$ cat src/rtl/wss_pkg.sv
package wss_pkg;
    typedef enum logic [1:0] {
        PH_EARLY  = 2'd0,
        PH_SAMPLE = 2'd1,
        PH_HELD   = 2'd2
    } wss_phase_e;
endpackage

$ cat src/rtl/wss_line_hash.sv
module wss_line_hash #(
    parameter int PC_W       = 32,
    parameter int LINE_BYTES = 32,
    parameter int SIG_BITS   = 128
) (
    input  logic [PC_W-1:0]             pc,
    output logic [$clog2(SIG_BITS)-1:0] idx
);
    localparam int OFF_W = $clog2(LINE_BYTES);
    localparam int IDX_W = $clog2(SIG_BITS);

    logic [IDX_W-1:0] slice_lo;
    logic [IDX_W-1:0] slice_hi;
    logic             unused_pc_bits;

    assign slice_lo = pc[OFF_W +: IDX_W];
    assign slice_hi = pc[OFF_W + IDX_W +: IDX_W];
    assign idx      = slice_lo ^ slice_hi;
    assign unused_pc_bits = ^{pc[OFF_W-1:0], pc[PC_W-1:OFF_W + 2*IDX_W]};
endmodule

$ cat src/rtl/wss_interval_ctr.sv
module wss_interval_ctr
    import wss_pkg::*;
#(
    parameter int INTERVAL_LEN = 100000,
    parameter int RET_W        = 2
) (
    input  logic             clk,
    input  logic             rst_n,
    input  logic             clr,
    input  logic [RET_W-1:0] ret_inc,
    output wss_phase_e       phase,
    output logic             end_pulse
);
    localparam int CNT_W     = $clog2(INTERVAL_LEN + 1);
    localparam int WIN_START = INTERVAL_LEN - INTERVAL_LEN / 10;

    typedef struct packed {
        logic [CNT_W-1:0] cnt;
        logic             ended;
    } ctr_s;

    ctr_s            st_d, st_q;
    logic [CNT_W:0]  sum;

    always_comb begin
        st_d       = st_q;
        st_d.ended = 1'b0;
        sum        = {1'b0, st_q.cnt} + (CNT_W+1)'(ret_inc);
        if (clr) begin
            st_d.cnt = '0;
        end else if (st_q.cnt != CNT_W'(INTERVAL_LEN)) begin
            if (sum >= (CNT_W+1)'(INTERVAL_LEN)) begin
                st_d.cnt   = CNT_W'(INTERVAL_LEN);
                st_d.ended = 1'b1;
            end else begin
                st_d.cnt = sum[CNT_W-1:0];
            end
        end
    end

    always_ff @(posedge clk or negedge rst_n) begin
        if (!rst_n) st_q <= '0;
        else        st_q <= st_d;
    end

    always_comb begin
        if (st_q.cnt == CNT_W'(INTERVAL_LEN))   phase = PH_HELD;
        else if (st_q.cnt >= CNT_W'(WIN_START)) phase = PH_SAMPLE;
        else                                    phase = PH_EARLY;
    end

    assign end_pulse = st_q.ended;
endmodule

$ cat src/rtl/wss_sig_store.sv
module wss_sig_store #(
    parameter int SIG_BITS = 128
) (
    input  logic                        clk,
    input  logic                        rst_n,
    input  logic                        clr,
    input  logic                        set_en,
    input  logic [$clog2(SIG_BITS)-1:0] set_idx,
    output logic [SIG_BITS-1:0]         vec
);
    localparam int IDX_W = $clog2(SIG_BITS);

    logic [SIG_BITS-1:0] vec_d, vec_q;

    for (genvar g = 0; g < SIG_BITS; g++) begin : g_bit
        localparam logic [IDX_W-1:0] MY_IDX = IDX_W'(g);
        always_comb begin
            if (clr) vec_d[g] = 1'b0;
            else     vec_d[g] = vec_q[g] | (set_en && (set_idx == MY_IDX));
        end
    end

    always_ff @(posedge clk or negedge rst_n) begin
        if (!rst_n) vec_q <= '0;
        else        vec_q <= vec_d;
    end

    assign vec = vec_q;
endmodule

$ cat src/rtl/wss_collector.sv
module wss_collector
    import wss_pkg::*;
#(
    parameter int PC_W         = 32,
    parameter int LINE_BYTES   = 32,
    parameter int SIG_BITS     = 128,
    parameter int INTERVAL_LEN = 100000,
    parameter int RET_W        = 2
) (
    input  logic                clk,
    input  logic                rst_n,
    input  logic                fetch_valid,
    input  logic [PC_W-1:0]     fetch_pc,
    input  logic [RET_W-1:0]    retire_cnt,
    input  logic                clear_sig,
    output logic [SIG_BITS-1:0] signature,
    output logic                sig_valid,
    output logic                interval_end
);
    localparam int IDX_W = $clog2(SIG_BITS);

    wss_phase_e       phase;
    logic [IDX_W-1:0] line_idx;
    logic             rec_en;

    wss_line_hash #(
        .PC_W       (PC_W),
        .LINE_BYTES (LINE_BYTES),
        .SIG_BITS   (SIG_BITS)
    ) u_hash (
        .pc  (fetch_pc),
        .idx (line_idx)
    );

    wss_interval_ctr #(
        .INTERVAL_LEN (INTERVAL_LEN),
        .RET_W        (RET_W)
    ) u_ctr (
        .clk       (clk),
        .rst_n     (rst_n),
        .clr       (clear_sig),
        .ret_inc   (retire_cnt),
        .phase     (phase),
        .end_pulse (interval_end)
    );

    assign rec_en = fetch_valid && (phase == PH_SAMPLE);

    wss_sig_store #(
        .SIG_BITS (SIG_BITS)
    ) u_store (
        .clk     (clk),
        .rst_n   (rst_n),
        .clr     (clear_sig),
        .set_en  (rec_en),
        .set_idx (line_idx),
        .vec     (signature)
    );

    assign sig_valid = (phase == PH_HELD);
endmodule

$ cat config.mk
export PLATFORM = sky130hd
export DESIGN_NAME = wss_collector
export DESIGN_NICKNAME = d
export VERILOG_FILES = /design/src/rtl/wss_pkg.sv /design/src/rtl/wss_line_hash.sv /design/src/rtl/wss_interval_ctr.sv /design/src/rtl/wss_sig_store.sv /design/src/rtl/wss_collector.sv
export SDC_FILE = /design/constraint.sdc
export NUM_CORES = 1
export LEC_CHECK = 0
export ABC_AREA = 1
export BUFFER_PORTS_ARGS = -buffer_cell sky130_fd_sc_hd__buf_2
export CAP_MARGIN = 25
export CORE_MARGIN = 4
export CORE_UTILIZATION = 45
export CTS_BUF_LIST = sky130_fd_sc_hd__clkbuf_4 sky130_fd_sc_hd__clkbuf_8 sky130_fd_sc_hd__clkbuf_16
export DETAILED_ROUTE_END_ITERATION = 16
export PLACE_DENSITY = 0.69
export SLEW_MARGIN = 15
export SYNTH_ARGS = -nofsm -noshare
export SYNTH_HDL_FRONTEND = slang
export SYNTH_SLANG_ARGS = --single-unit
$ cat constraint.sdc
create_clock -name clk -period 4.64 [get_ports clk]
set_input_delay 0.464 -clock clk [delete_from_list [all_inputs] [get_ports clk]]
set_output_delay 0.464 -clock clk [all_outputs]
set_load 0.02 [all_outputs]
-- Yosys cells after proc, flatten, opt, wreduce, memory -nomap -nowiden
Cells that the tools add are included.
- add/sub/neg operators: 1
- magnitude comparators: 2
- equal/unequal tests: 131
- muxes and demuxes: 135
- bitwise gates (word level): 129
- reductions and logical operators: 131
- operator list (cell ; count):
    $eq 7x7->1 const B ; 64
    $eq 7x6->1 const B ; 32
    $mux 1 ; 131
    $logic_and 1x1->1 ; 129
    $or 1x1->1 ; 128
    $eq 7x5->1 const B ; 16
    $eq 7x4->1 const B ; 8
    $mux 17 ; 2
    $eq 7x3->1 const B ; 4
    $add 17x2->18 ; 1
    $ge 18x17->1 const B ; 1
    $mux 18 ; 1
    $eq 17x17->1 const B ; 1
    $ge 17x17->1 const B ; 1
    $ne 17x17->1 const B ; 1
    $eq 7x2->1 const B ; 2
    $eq 7x1->1 const B ; 1
    $logic_not 7->1 ; 1
    $xor 7x7->7 ; 1
    $eq 2x1->1 const B ; 1
    $eq 2x2->1 const B ; 1
    $mux 2 ; 1
    $reduce_bool 2->1 ; 1
- bits in registers: 146
- input port bits: 38
- output and inout port bits: 130
- logic and storage cells: 532

-- Longest topological paths before layout
Gate-level depths: netlist of the first run.
- depth in word-level cells: 8
- mapped depth: 15

-- Cells and area by module
Synthesis of the first run repeated with hierarchy kept, for this count alone.
- cells, all modules: 846
- area, all modules: 6945.4 um^2
- by module, submodules not included (module ; times used ; cells an instance ; area an instance (um^2)):
    wss_sig_store ; 1 ; 604 ; 5345.1
    wss_interval_ctr ; 1 ; 203 ; 1453.9
    wss_line_hash ; 1 ; 35 ; 131.4
    wss_collector ; 1 ; 4 ; 15.0

-- Least setup slack after synthesis of the first run
No wires, ideal clock.
- path kind: input to register
- from: input retire_cnt[0]
- to: register u_ctr.st_q[13] (netlist bit)
- library setup time: 81 ps
- arrival time: 2214 ps
- required time: 4559 ps
- setup slack: 2345 ps
- stages on the path: 13
- buffers on the path: 1
- cells stage by stage: ha_1 fa_1 nand2_1 nor2_2 nand2_4 xor2_1 nand2_1 nand3b_1 nand2_1 nand2_1 nand2_2 buf_6 nor3_2
- longest elaborated chain between the ends: 5
- RTL lines (what ; line ; text):
    start, declared ; wss_collector.sv:14 ; input logic [RET_W-1:0] retire_cnt,
    $add 17x2->18 (*) ; wss_interval_ctr.sv:28 ; sum = {1'b0, st_q.cnt} + (CNT_W+1)'(ret_inc);
    $ge 18x17->1 ; wss_interval_ctr.sv:32 ; if (sum >= (CNT_W+1)'(INTERVAL_LEN)) begin
    $mux 17 (*) ; wss_interval_ctr.sv:32 ;
    $mux 18 (*) ; wss_interval_ctr.sv:31 ; end else if (st_q.cnt != CNT_W'(INTERVAL_LEN)) begin
    $mux 17 (*) ; wss_interval_ctr.sv:29 ; if (clr) begin
    end signal, assigned ; wss_interval_ctr.sv:43 ; else st_q <= st_d;
    end, declared ; wss_interval_ctr.sv:22 ; ctr_s st_d, st_q;
Mark *: on every way between the ends. The rest lies on a longest branch, timed or not. The select of a mux whose other input is x is not followed.
A chain may end at the register's enable or synchronous reset.

-- Worst setup path after layout of the first run
- from: register u_ctr.st_q[1] (netlist bit)
- to: register u_ctr.st_q[10] (netlist bit)
- longest elaborated chain between the ends: 5
- RTL lines (what ; line):
    $add 17x2->18 ; wss_interval_ctr.sv:28
    $ge 18x17->1 ; wss_interval_ctr.sv:32
    $mux 17 ; wss_interval_ctr.sv:32
    $mux 18 ; wss_interval_ctr.sv:31
    $mux 17 ; wss_interval_ctr.sv:29
Parallel ways exist; a longest one is shown, timed or not. The select of a mux whose other input is x is not followed.

==> results of run 1 <==
==> power groups by stage <==
stage | clock (mW) | sequential, mW | combinational (mW)
3_5_place_dp | 0 | 1.31 | 0.180
4_1_cts | 1.31 | 1.28 | 0.181
3_3_place_gp | 0 | 1.31 | 0.175
5_1_grt | 1.37 | 1.28 | 0.197
2_1_floorplan | 0 | 1.30 | 0.101
6_report | 1.29 | 1.28 | 0.180
==> cells in the mapped netlist <==
cell and count:
a21oi_1 1, a31oi_1 128, buf_2 28, buf_4 2
buf_6 2, clkbuf_1 24, clkinv_1 1, dfrtp_1 146
fa_1 1, ha_1 2, inv_1 31, nand2_1 81
nand2_2 6, nand2_4 1, nand3_1 19, nand3_2 2
nand3b_1 4, nand4_1 8, nor2_1 291, nor2_2 7
nor2_4 3, nor3_1 4, nor3_2 7, nor4_1 3
o21ai_0 5, xnor2_1 9, xor2_1 5
==> per-layer routing <==
layer	vias to the layer above	global-route usage [%]	routed length (µm)
met1	3071	33.7	9200
li1	2972	-	-
met5	-	0	0
met2	276	36.9	9660
met3	26	8.45	2050
met4	0	7.64	402
==> flip-flops by register name, indices dropped and copies added, names as in the netlist <==
| name | flops |
|---|---|
| u_ctr.st_q | 17 |
| u_store.vec | 128 |
| u_ctr.end_pulse | 1 |
==> critical path: stages, from the launching register on <==
cell and delay [ns]:
dfrtp_1 0.40, ha_1 0.23, fa_1 0.46, nand2_1 0.11
nor2_2 0.07, nand2_4 0.11, xor2_1 0.26, nand2_1 0.09
nand3b_1 0.08, nand2_1 0.09, nand2_1 0.13, nand2_2 0.26
nand2_2 0.21, o21ai_0 0.10
==> worst paths after layout <==
check	end	slack [ns]	cells after the start
max	u_ctr.st_q[10]	1.88	13
min	u_store.vec[32]	0.004	1
max reg2reg	u_ctr.st_q[10]	1.88	13
min reg2reg	u_store.vec[91]	0.49	2
max in group asynchronous	u_ctr.st_q[17]	3.81	2
min in group clk	u_ctr.st_q[1]	0.42	4
==> cell type report <==
class | count | area, µm²
fill | 1381 | 6520
sequential | 146 | 3650
multi-input combinational | 587 | 2840
timing repair buffer | 156 | 827
clock buffer | 17 | 425
tap | 184 | 230
clock inverter | 15 | 130
inverter | 32 | 120
==> cells by family (layout without fill, tap and decap cells) <==
family | count (synthesis) | count (layout) | synth area share [%]
fa+ha+maj | 3 | 3 | 0.656
simple gates | 436 | 436 | 26.6
xor+xnor | 14 | 14 | 1.79
buf+inv | 88 | 220 | 5.65
flops | 146 | 146 | 53.2
compound gates | 134 | 134 | 12.1
==> results.py, run 1 <==
metrics = {
    "clock_network": {
        "htreeDepth": 4,
        "clk_transition_reported_paths_ns": 0.06,
        "cts.sinks": 146,
        "worstSkewPairLatency_ns": 0.43,
        "post_cts_hold_buffer_count": 0,
        "post_cts.resized_instances": 0,
        "clock_tree_from_tritoncts": "built",
        "cts_inserted_buffers": 17,
        "postCtsSetupBuffers": 0,
        "cts_root_buffer": "clkbuf_16",
        "cts_buffer_depth": 2,
    },
    "synth": {
        "synth_largest_area_cell": "dfrtp_1",
        "netlist-cell-type-count": 27,
        "synth_register_bits": 146,
        "sequential_share_of_the_synthesized_area_pct": 53.2,
        "synthesis.area_per_instance_um2": 8.36,
        "synthDominantCellAreaShare_pct": 53.2,
        "post_synth_instance_area_mm2": 0.00687,
        "postSynthCellCount": 821,
        "synthTopCellsByArea": "dfrtp_1 53%, nor2_1 16%, a31oi_1 12%, nand2_1 4.4%, buf_2 2.0%",
        "synth.yosys.warnings": 0,
        "synthesized_net_count": 862,
    },
    "sta": {
        "finalCritPeriodShare_pct": 59.5,
        "finalClockSkew_ns": 0.00722,
        "transition_time_of_the_tightest_slew_check_pin_ns": 1.06,
        "fin_crit_ns": 2.76,
        "tns_ns": 0,
        "rsz0062_at_grt": "false",
        "max_freq_ghz": 0.362,
        "setup-violations-final": 0,
        "final.hold.worst_slack_ns": 0.00392,
        "finalMaxSlewViolations": 0,
        "postLayoutSetupSlackWorst_ns": 1.88,
        "hold_viol": 0,
        "timing.slew.headroom_pct": 29.3,
    },
    "placed_design": {
        "io_buffers": 149,
        "place_congestion": 0.843,
        "post_dp_cell_area_mm2": 0.00767,
        "place.detailed.hpwl_mm": 13.5,
        "place_inst": 1105,
        "post-place-ws_ns": 1.70,
    },
    "worst_setup_path": {
        "largest_fanout_on_the_critical_path": 12,
        "crit_path_start": "u_ctr.st_q[1]",
        "endpoint_required_time_on_the_critical_path_ns": 4.90,
        "critical_path_data_arrival_time_ns": 3.02,
        "worst_r2r_startpoint": "u_ctr.st_q[1]",
        "cp-end-kind": "flop",
        "critPathKind": "flop to flop",
        "kind_of_start_point_of_the_critical_path": "flop",
    },
    "final_layout": {
        "layout.cells.most_common_list": "290 x nor2_1, 147 x buf_2, 146 x dfrtp_1",
        "antennaDiodeCount": 0,
        "nets": 981,
        "final_cell_area_mm2": 0.00823,
        "final_util_pct": 55.8,
        "layout_commonest_cell": "nor2_1",
        "final_cell_count_no_fill": 1137,
        "area_growth_syn_to_layout_pct": 19.9,
        "final_layout_size_suffix_gt1_share_pct": 22.7,
    },
    "min_path": {
        "hold_path_class": "primary input to asynchronous set/reset pin",
    },
    "detailed_routing": {
        "finalWirelength_mm": 21.3,
        "via_per_inst": 5.58,
        "detail_route.wl_per_cell_um": 18.7,
        "detail_route.first_pass.iterations": 5,
        "via_count": 6345,
        "drc_errors": 0,
        "drtAntennaViolNets": 0,
        "number_of_design_rule_violations_left_by_the_first_detailed_router_iteration": 612,
    },
    "power": {
        "clock_power_share_pct": 46.8,
        "total_leakage_power_nw": 4.09,
        "cellPowerDensity_mw_per_mm2": 334,
        "power.share.combinational_pct": 6.5,
        "ir_drop_mv": 0.261,
        "p_seq_share_pct": 46.6,
        "net_switching_power_of_the_design_mw": 0.742,
        "p_int_mw": 2.01,
        "totalPowerFinal_mw": 2.75,
        "power_switching_share_pct": 27.0,
    },
    "global_routing": {
        "pin_count_of_the_biggest_net_entering_global_routing": 96,
        "grt_pass1_wl_mm": 33.9,
        "first_global_vias": 6043,
        "overflow": 0,
        "gr-usage-all-layers_pct": 24.5,
        "antenna_violations_before_repair": 0,
    },
    "flow_run": {
        "drv_cap": 0,
    },
    "floorplanning": {
        "core_area_mm2": 0.0148,
        "floorplan.die_area_mm2": 0.0173,
        "num_rows": 44,
        "die_y_um": 132,
        "io_pins": 168,
        "floorplan.initialDensity_pct": 46.5,
        "chipWidth_um": 132,
    },
    "run_status": {
        "outcome": "finished clean",
    },
}
Power figures use the tool's default switching activity.
==> inputs of run 2 (changes only) <==
clock period = 2.8 ns   (was 4.64 ns; I/O delays follow)
==> run 2 against run 1 <==
Critical path depth unchanged. Sequential power increased by 66%. Utilization increased by 0.52 points. Combinational power increased by 67%. First-iteration DRC count increased by 19%. Non-clock buffer count increased by 2. Clock skew increased by 0.0048 ns. Sequential share of layout area decreased by 0.41 points.
==> results.py, run 2 (synthesis gave the netlist of run 1 again) <==
metrics = {
    "placed_design": {
        "post-place-ws_ns": 0.332,
        "place_congestion": 0.906,
        "place_inst": 1106,
        "post_dp_cell_area_mm2": 0.00772,
        "place.detailed.hpwl_mm": 13.3,
        "io_buffers": 149,
    },
    "worst_setup_path": {
        "worst_r2r_startpoint": "u_ctr.st_q[1]",
        "critical_path_data_arrival_time_ns": 2.80,
        "worstPathCellList": "ha_1 > fa_1 > nand2_1 > nor2_2 > nand2_4 > xor2_1 > nand2_1 > nand3b_1 > nand2_1 > nand2_1 > nand2_2 > buf_4 > nor3_1",
        "critPathKind": "flop to flop",
        "timing.critical_path.mode_cell": "nand2_1",
        "r2r-end": "u_ctr.st_q[3]",
        "crit_path_max_incr_delay_ns": 0.46,
        "cp-end-kind": "flop",
        "cpMaxStageDelayCell": "fa_1",
        "timing.reg2reg.setup_slack_ns": 0.34,
        "kind_of_start_point_of_the_critical_path": "flop",
        "crit_path_start": "u_ctr.st_q[1]",
        "setup.worst_path.end": "u_ctr.st_q[3]",
        "endpoint_required_time_on_the_critical_path_ns": 3.13,
        "largest_fanout_on_the_critical_path": 7,
        "reg2regPathDepth": 13,
    },
    "global_routing": {
        "antenna_violations_before_repair": 0,
        "gr-usage-all-layers_pct": 24.2,
        "overflow": 0,
        "pin_count_of_the_biggest_net_entering_global_routing": 139,
        "first_global_vias": 5962,
        "grt_pass1_wl_mm": 33.5,
    },
    "power": {
        "net_switching_power_of_the_design_mw": 1.13,
        "total_leakage_power_nw": 4.12,
        "ir_drop_mv": 0.408,
        "power.share.combinational_pct": 6.5,
        "cellPowerDensity_mw_per_mm2": 558,
        "totalPowerFinal_mw": 4.64,
        "p_int_mw": 3.50,
        "clock_power_share_pct": 47.6,
        "p_seq_share_pct": 45.9,
        "power_switching_share_pct": 24.4,
    },
    "clock_network": {
        "clk_transition_reported_paths_ns": 0.06,
        "cts_buffer_depth": 2,
        "cts_root_buffer": "clkbuf_16",
        "cts.sinks": 146,
        "post_cts.resized_instances": 0,
        "postCtsSetupBuffers": 0,
        "htreeDepth": 4,
        "clock_tree_from_tritoncts": "built",
        "cts_inserted_buffers": 17,
        "worstSkewPairLatency_ns": 0.42,
    },
    "final_layout": {
        "largest_reg_flops": 128,
        "final_cell_count_no_fill": 1138,
        "layout.cells.most_common_list": "290 x nor2_1, 147 x buf_2, 146 x dfrtp_1",
        "final_layout_size_suffix_gt1_share_pct": 22.6,
        "area_growth_syn_to_layout_pct": 21.0,
        "layout_commonest_cell": "nor2_1",
        "final_util_pct": 56.3,
        "antennaDiodeCount": 0,
        "nets": 983,
        "final_cell_area_mm2": 0.00831,
    },
    "sta": {
        "transition_time_of_the_tightest_slew_check_pin_ns": 0.742,
        "finalCritPeriodShare_pct": 87.9,
        "setup-violations-final": 0,
        "final.hold.worst_slack_ns": 0.231,
        "finalClockSkew_ns": 0.0120,
        "tns_ns": 0,
        "postLayoutSetupSlackWorst_ns": 0.339,
        "finalMaxSlewViolations": 0,
        "max_freq_ghz": 0.406,
        "rsz0062_at_grt": "false",
        "hold_viol": 0,
        "timing.slew.headroom_pct": 50.6,
        "fin_crit_ns": 2.46,
    },
    "floorplanning": {
        "floorplan.die_area_mm2": 0.0173,
        "die_y_um": 132,
        "io_pins": 168,
        "num_rows": 44,
        "floorplan.initialDensity_pct": 46.5,
        "chipWidth_um": 132,
        "core_area_mm2": 0.0148,
    },
    "detailed_routing": {
        "finalWirelength_mm": 21.3,
        "drtAntennaViolNets": 0,
        "number_of_design_rule_violations_left_by_the_first_detailed_router_iteration": 730,
        "drc_errors": 0,
        "via_count": 6308,
        "detail_route.first_pass.iterations": 6,
        "via_per_inst": 5.54,
        "detail_route.wl_per_cell_um": 18.7,
    },
    "min_path": {
        "hold_path_class": "primary input to flop",
    },
    "run_status": {
        "outcome": "finished clean",
    },
    "flow_run": {
        "drv_cap": 0,
    },
}
run 2: changes by cell type in the layout (fill, tap and decap cells not counted), sizes merged:
cell         previous run  this run
clkbuf                 17        24
bufinv                  0         1
dlygate4sd3             0         1
clkinv                  5         3
buf                   156       157
clkinvlp                5         3
inv                    37        32
run 2: worst min-delay path by stage:
stage / from / to / slack [ns] / cells after the start
finish: clear_sig / u_ctr.st_q[17] / 0.23 / 4
global route: clear_sig / u_ctr.st_q[17] / 0.24 / 4
CTS: clear_sig / u_ctr.st_q[17] / 0.21 / 4
detailed placement: rst_n / u_store.vec[50] / 0.33 / 1
global placement: rst_n / u_store.vec[34] / 0.32 / 1
floorplan: rst_n / u_ctr.end_pulse / -0.02 / 0
run 2: what timing repair did:
action / in CTS / in global routing
hold buffers: 1 / 0
endpoints found under the hold margin: 62 / 0
setup endpoints to repair: 0 / 0
run 2: final cells by class:
| cell class | instances | area, µm² |
|---|---|---|
| clock inverter | 7 | 75.1 |
| fill | 1390 | 6450 |
| inverter | 32 | 120 |
| multi-input combinational | 587 | 2840 |
| sequential | 146 | 3650 |
| tap | 184 | 230 |
| clock buffer | 24 | 497 |
| timing repair buffer | 158 | 887 |
run 2: metal layers:
layer / global-route usage [%] / share of wire (%)
met1: 34.7 / 45
met2: 35.1 / 44
met3: 7.03 / 8.9
met4: 8.75 / 2.4
met5: 0 / 0
run 2: worst max-delay path, delay by kind of cell (launching register included):
kind / cells / cell delay [ns]
adder cells (fa/ha/maj): 2 / 0.68
buffers and inverters: 1 / 0.18
flip-flops: 1 / 0.39
XOR/XNOR: 1 / 0.25
AND/OR/NAND/NOR: 9 / 0.85
run 2: power by group through the flow:
stage | combinational (mW) | clock, mW | sequential (mW)
final | 0.301 | 2.21 | 2.13
after global placement | 0.297 | 0 | 2.17
after CTS | 0.300 | 2.24 | 2.13
after floorplan | 0.168 | 0 | 2.16
after global routing | 0.333 | 2.32 | 2.13
after detailed placement | 0.298 | 0 | 2.17
